$ cat src/rtl/ivec_pkg.sv
package ivec_pkg;
  localparam int unsigned NUM_W     = 6;
  localparam int unsigned WORD_W    = 64;
  localparam int unsigned N_WORDS   = 3;
  localparam int unsigned TT_W      = 9;
  localparam int unsigned STAT_W    = 8;
  localparam int unsigned BUSY_BIT  = 5;
  localparam int unsigned TAG_LSB   = 6;
  localparam int unsigned TAG_W     = 5;
  localparam logic [TT_W-1:0] TT_VECTOR = 9'h060;

  typedef enum logic [1:0] {
    EV_NONE    = 2'd0,
    EV_CAPTURE = 2'd1,
    EV_RELEASE = 2'd2
  } ivec_event_e;
endpackage

$ cat src/rtl/ivec_rst_sync.sv
module ivec_rst_sync #(
  parameter int unsigned STAGES = 2
) (
  input  logic clk,
  input  logic rst_n,
  output logic rst_q_n
);
  logic [STAGES-1:0] chain_q;
  logic [STAGES-1:0] chain_d;

  always_comb begin
    chain_d = {chain_q[STAGES-2:0], 1'b1};
  end

  always_ff @(posedge clk or negedge rst_n) begin
    if (!rst_n) chain_q <= '0;
    else        chain_q <= chain_d;
  end

  assign rst_q_n = chain_q[STAGES-1];
endmodule

$ cat src/rtl/ivec_status_ctl.sv
module ivec_status_ctl
  import ivec_pkg::*;
#(
  parameter int unsigned SW = STAT_W,
  parameter int unsigned BB = BUSY_BIT
) (
  input  logic        clk,
  input  logic        rst_q_n,
  input  logic        irq_line,
  output ivec_event_e evt,
  output logic        busy,
  output logic        hard_req,
  output logic        wake
);
  logic [SW-1:0] stat_q, stat_d;
  logic          req_q, req_d;
  logic          wake_q, wake_d;
  logic          stat_en;

  always_comb begin
    if (irq_line && !stat_q[BB])      evt = EV_CAPTURE;
    else if (!irq_line && stat_q[BB]) evt = EV_RELEASE;
    else                              evt = EV_NONE;
  end

  always_comb begin
    stat_en = (evt != EV_NONE);
    stat_d  = stat_q;
    req_d   = req_q;
    wake_d  = (evt == EV_CAPTURE);
    case (evt)
      EV_CAPTURE: begin
        stat_d[BB] = 1'b1;
        req_d      = 1'b1;
      end
      EV_RELEASE: begin
        stat_d[BB] = 1'b0;
        req_d      = 1'b0;
      end
      default: ;
    endcase
  end

  always_ff @(posedge clk or negedge rst_q_n) begin
    if (!rst_q_n) begin
      stat_q <= '0;
      req_q  <= 1'b0;
    end else if (stat_en) begin
      stat_q <= stat_d;
      req_q  <= req_d;
    end
  end

  always_ff @(posedge clk or negedge rst_q_n) begin
    if (!rst_q_n) wake_q <= 1'b0;
    else          wake_q <= wake_d;
  end

  assign busy     = stat_q[BB];
  assign hard_req = req_q;
  assign wake     = wake_q;
endmodule

$ cat src/rtl/ivec_data_regs.sv
module ivec_data_regs
  import ivec_pkg::*;
#(
  parameter int unsigned NW = NUM_W,
  parameter int unsigned WW = WORD_W,
  parameter int unsigned NWORDS = N_WORDS,
  parameter int unsigned TW = TT_W
) (
  input  logic                 clk,
  input  logic                 rst_q_n,
  input  ivec_event_e          evt,
  input  logic [NW-1:0]        irq_num,
  output logic [NWORDS*WW-1:0] words,
  output logic [TW-1:0]        trap_type
);
  localparam int unsigned HI_W = WW - TAG_LSB - TAG_W;

  logic          cap_en;
  logic [WW-1:0] head_word;
  logic [TW-1:0] tt_q;

  assign cap_en = (evt == EV_CAPTURE);

  always_comb begin
    head_word = {{HI_W{1'b0}}, {TAG_W{1'b1}}, {(TAG_LSB-NW){1'b0}}, irq_num};
  end

  genvar gi;
  generate
    for (gi = 0; gi < NWORDS; gi++) begin : g_word
      logic [WW-1:0] w_q, w_d;
      if (gi == 0) begin : g_head
        assign w_d = head_word;
      end else begin : g_tail
        assign w_d = '0;
      end
      always_ff @(posedge clk or negedge rst_q_n) begin
        if (!rst_q_n)    w_q <= '0;
        else if (cap_en) w_q <= w_d;
      end
      assign words[gi*WW +: WW] = w_q;
    end
  endgenerate

  always_ff @(posedge clk or negedge rst_q_n) begin
    if (!rst_q_n)    tt_q <= '0;
    else if (cap_en) tt_q <= TT_VECTOR;
  end

  assign trap_type = tt_q;
endmodule

$ cat src/rtl/ivec_rx_latch.sv
module ivec_rx_latch
  import ivec_pkg::*;
(
  input  logic                 clk,
  input  logic                 rst_n,
  input  logic                 irq_line,
  input  logic [NUM_W-1:0]     irq_num,
  output logic                 busy,
  output logic [WORD_W-1:0]    word0,
  output logic [WORD_W-1:0]    word1,
  output logic [WORD_W-1:0]    word2,
  output logic                 hard_req,
  output logic [TT_W-1:0]      trap_type,
  output logic                 wake
);
  logic                        rst_q_n;
  ivec_event_e                 evt;
  logic [N_WORDS*WORD_W-1:0]   words;

  ivec_rst_sync #(.STAGES(2)) u_rst (
    .clk     (clk),
    .rst_n   (rst_n),
    .rst_q_n (rst_q_n)
  );

  ivec_status_ctl u_ctl (
    .clk      (clk),
    .rst_q_n  (rst_q_n),
    .irq_line (irq_line),
    .evt      (evt),
    .busy     (busy),
    .hard_req (hard_req),
    .wake     (wake)
  );

  ivec_data_regs u_data (
    .clk       (clk),
    .rst_q_n   (rst_q_n),
    .evt       (evt),
    .irq_num   (irq_num),
    .words     (words),
    .trap_type (trap_type)
  );

  assign word0 = words[0*WORD_W +: WORD_W];
  assign word1 = words[1*WORD_W +: WORD_W];
  assign word2 = words[2*WORD_W +: WORD_W];
endmodule

$ cat config.mk
export PLATFORM = sky130hd
export DESIGN_NAME = ivec_rx_latch
export DESIGN_NICKNAME = d
export VERILOG_FILES = /design/src/rtl/ivec_pkg.sv /design/src/rtl/ivec_rst_sync.sv /design/src/rtl/ivec_status_ctl.sv /design/src/rtl/ivec_data_regs.sv /design/src/rtl/ivec_rx_latch.sv
export SDC_FILE = /design/constraint.sdc
export NUM_CORES = 1
export LEC_CHECK = 0
export BUFFER_PORTS_ARGS = -buffer_cell sky130_fd_sc_hd__buf_2
export CAP_MARGIN = 10
export CORE_ASPECT_RATIO = 0.6
export CORE_MARGIN = 2
export CORE_UTILIZATION = 30
export DETAILED_ROUTE_END_ITERATION = 7
export PLACE_DENSITY = 0.76
export REMOVE_ABC_BUFFERS = 1
export SETUP_SLACK_MARGIN = 0.4
export SYNTH_ARGS = -nofsm -noshare
export SYNTH_HDL_FRONTEND = slang
export SYNTH_SLANG_ARGS = --single-unit
$ cat constraint.sdc
create_clock -name clk -period 0.8 [get_ports clk]
set_input_delay 0 -clock clk [delete_from_list [all_inputs] [get_ports clk]]
set_output_delay 0 -clock clk [all_outputs]
set_load 0.02 [all_outputs]
==> out/qor.txt <==
outcome: finished with violations
failing checks: hold timing, setup timing
area of the die: 0.007039 mm²
Adder-Cell Fraction of Synth Area: 1.966%
Synth Instances: 222
port bufs: 24
max incr delay on CP: 390 ps
post-route setup TNS: -3580 ps
post-synth top area share: 76.67%
Hold Fails Final Rpt: 2
multiplexer share of the synthesized area: 5.242%
FF/Latch Area: 276.5 µm²
TritonCTS clock tree: built
worst r2r path cells: 3
Top FF cell, synth: dfrtp_1
core area: 0.006138 mm²
Min Hold Slack: -7.595 ps
Fin Clk Skew: 13.35 ps
DPL Wire Length: 2034 µm
worst r2r src: u_ctl.hard_req
routed length per instance: 7.076 µm
Placer Congestion: 0.6609
Post-Layout Inst Area: 0.001582 mm²
Leak Pwr: 1.004 nW
Top Family by Delay on Critical Path: flip-flops
FFs w/ async S/R, synth: 100.0%
Clock Latency Late Sink: 240 ps
drt drc: 0
Req. time, crit path: 920 ps
H-tree Lvls: 1
largest family of logic cells by synthesized area: buffers and inverters
FMAX: 0.8960 GHz
crit path kind: reg2reg
num rows: 22
RSZ-0062 raised after global routing: true
total vias in the final route: 731
vias per cell: 2.208
top cells by area, synth: buf_4 77%, dfrtp_1 14%, mux2_4 4.7%
Max Slew Vio Count: 0
slowest library cell on the worst path: dfrtp_1
Root Buffer: clkbuf_8
CP arrival: 1230 ps
Pwr Density: 2305 mW/mm²
layout cells sized above 1: 17.41%
Net Sw Power: 1.756 mW
Cell Area, Placed: 0.001384 mm²
count of different cell masters after synthesis: 9
CTS Hold Bufs: 1
Overflow after GRT: 0
ANT cells: 0
Worst VDD drop: 0.0006955 V
R2R Path End: u_data.g_word[0].w_q[5]
count leader, synth: buf_4
clock buffer depth: 2
Area Overhead vs Synth: -17.17%
Crit path buffers/inverters: 1
compound-cell area share of the yosys netlist: 0%
vias in the first global route: 431
Post-Synth XOR/XNOR Area: 0%
fin crit period: 1116 ps
internal power: 1.889 mW
Reg clk slew, reported paths: 60 ps
HP Class: in2reg
Comb pwr share: 59.2%
post-route total power: 3.645 mW
critical path launch point type: flop
multi-input logic area: 878.3 µm²
Post-synth EDFFs: 0
Commonest cells post-synth: 195 x buf_4, 11 x dfrtp_1, 6 x mux2_4, 3 x ha_1
final antenna-violating net count: 0
CTS Sinks: 11
initial DRC count: 11
Clk pwr share: 15.9%
#FFs+latches synth: 11
IO Pins: 213
final worst-path cycle share: 139.5%
fin nets: 260
Tot GR Track Use: 4.852%
first-pass GRT wire length: 2428 µm
Synth Cell Area: 0.001909 mm²
Filler Cells Inserted: 681
Die Y: 65.80 µm
Initial Util: 31.10%
Syn. warnings: 0
largest fanout on the critical path: 7
WHS Endpoint: u_data.g_word[0].w_q[3]
CP Capture Type: flop
Post-Synth Simple-Gate Area: 0.3277%
CP cell instances: inv_2 > ha_4 > mux2_4
CTS Buf Count: 3
reg2reg setup slack: -320 ps
Seq pwr share: 24.9%
syn_area_per_cell: 8.601 µm²
drt total wl: 2342 µm
largest net degree at the start of global routing: 10
Final setup viols: 18
top cell type by total area after synthesis: buf_4
Setup WS post-layout: -316.1 ps
register area share after synthesis: 14.42%
Hold Startpoint: irq_num[3]
initial antenna violation count: 0
max-cap violations: 0
Sw Share: 48.17%
first drt pass iteration count: 3
Die X: 107.0 µm
hold path depth: 2
[logic make-up (layout without fill, tap and decap cells)]
| group | count (synthesis) | count (layout) |
|---|---|---|
| simple gates | 1 | 1 |
| fa+ha+maj | 3 | 3 |
| buf+inv | 198 | 36 |
| mux | 7 | 7 |
| flops | 11 | 11 |
| other cells | 2 | 189 |
[cell type report]
class / instances / area share, %
clock buffers: 3 / 2.611
clock inverters: 1 / 0.3165
inverters: 2 / 0.4747
multi-input cells: 200 / 55.54
flip-flops and latches: 11 / 17.48
well taps: 84 / 6.646
repair buffers: 30 / 16.93
[metal layers]
metal  part of all wire (%)  global-route usage [%]  vias up
met5                      0                       0        -
met4                    1.5                   3.896        0
met3                    4.8                   1.773        2
met2                     64                   7.086       23
met1                     29                   5.753      372
li1                       -                       -      334
[state kept, by name, summed over array words and instances, names as in the netlist]
name / flops
u_ctl.wake: 1
u_rst.chain_q: 2
u_ctl.hard_req: 1
u_data.g_word.w_q: 6
u_data.trap_type: 1
[cell usage in the layout (no fill, tap or decap), types with 2 or more instances in the layout]
cell type,count
buf_6,16
mux2_4,6
ha_4,2
buf_2,8
clkbuf_8,3
conb_1,189
dfrtp_1,10
buf_4,5
[how the worst max path moves through the flow]
stage	slack (ps)	start	to	depth (start not counted)
detailed placement	-530	u_ctl.hard_req	u_data.g_word[0].w_q[2]	3
floorplan	-670	u_ctl.hard_req	u_data.g_word[0].w_q[0]	3
global placement	-490	u_ctl.hard_req	u_data.g_word[0].w_q[5]	3
finish	-320	u_ctl.hard_req	u_data.g_word[0].w_q[5]	3
CTS	-330	u_ctl.hard_req	u_data.g_word[0].w_q[2]	3
global route	-370	u_ctl.hard_req	u_data.g_word[0].w_q[5]	3
[repair_timing]
item,in CTS,in global routing
setup buffers,2,0
endpoints found under the hold margin,6,2
resized for setup,37,0
gates cloned,0,0
endpoints found under the setup margin,35,26
[metrics by stage]
step | instances | setup slack (ps) | utilization (%)
floorplan | 213 | -670.1 | -
global placement | 324 | -488.1 | 22.54
detailed placement | 324 | -531.2 | 22.54
CTS | 331 | -333.4 | 25.76
global route | 331 | -366.2 | 25.76
finish | 331 | -316.1 | 25.76
[power by group through the flow]
stage	registers (mW)	clock network (mW)	logic (mW)
after global placement	0.876	0	1.78
final	0.909	0.580	2.16
after global routing	0.944	0.640	2.28
after CTS	0.913	0.612	2.14
after detailed placement	0.873	0	1.81
after floorplan	1.14	0	1.14
No activity file was read; power rests on OpenSTA's default activity.
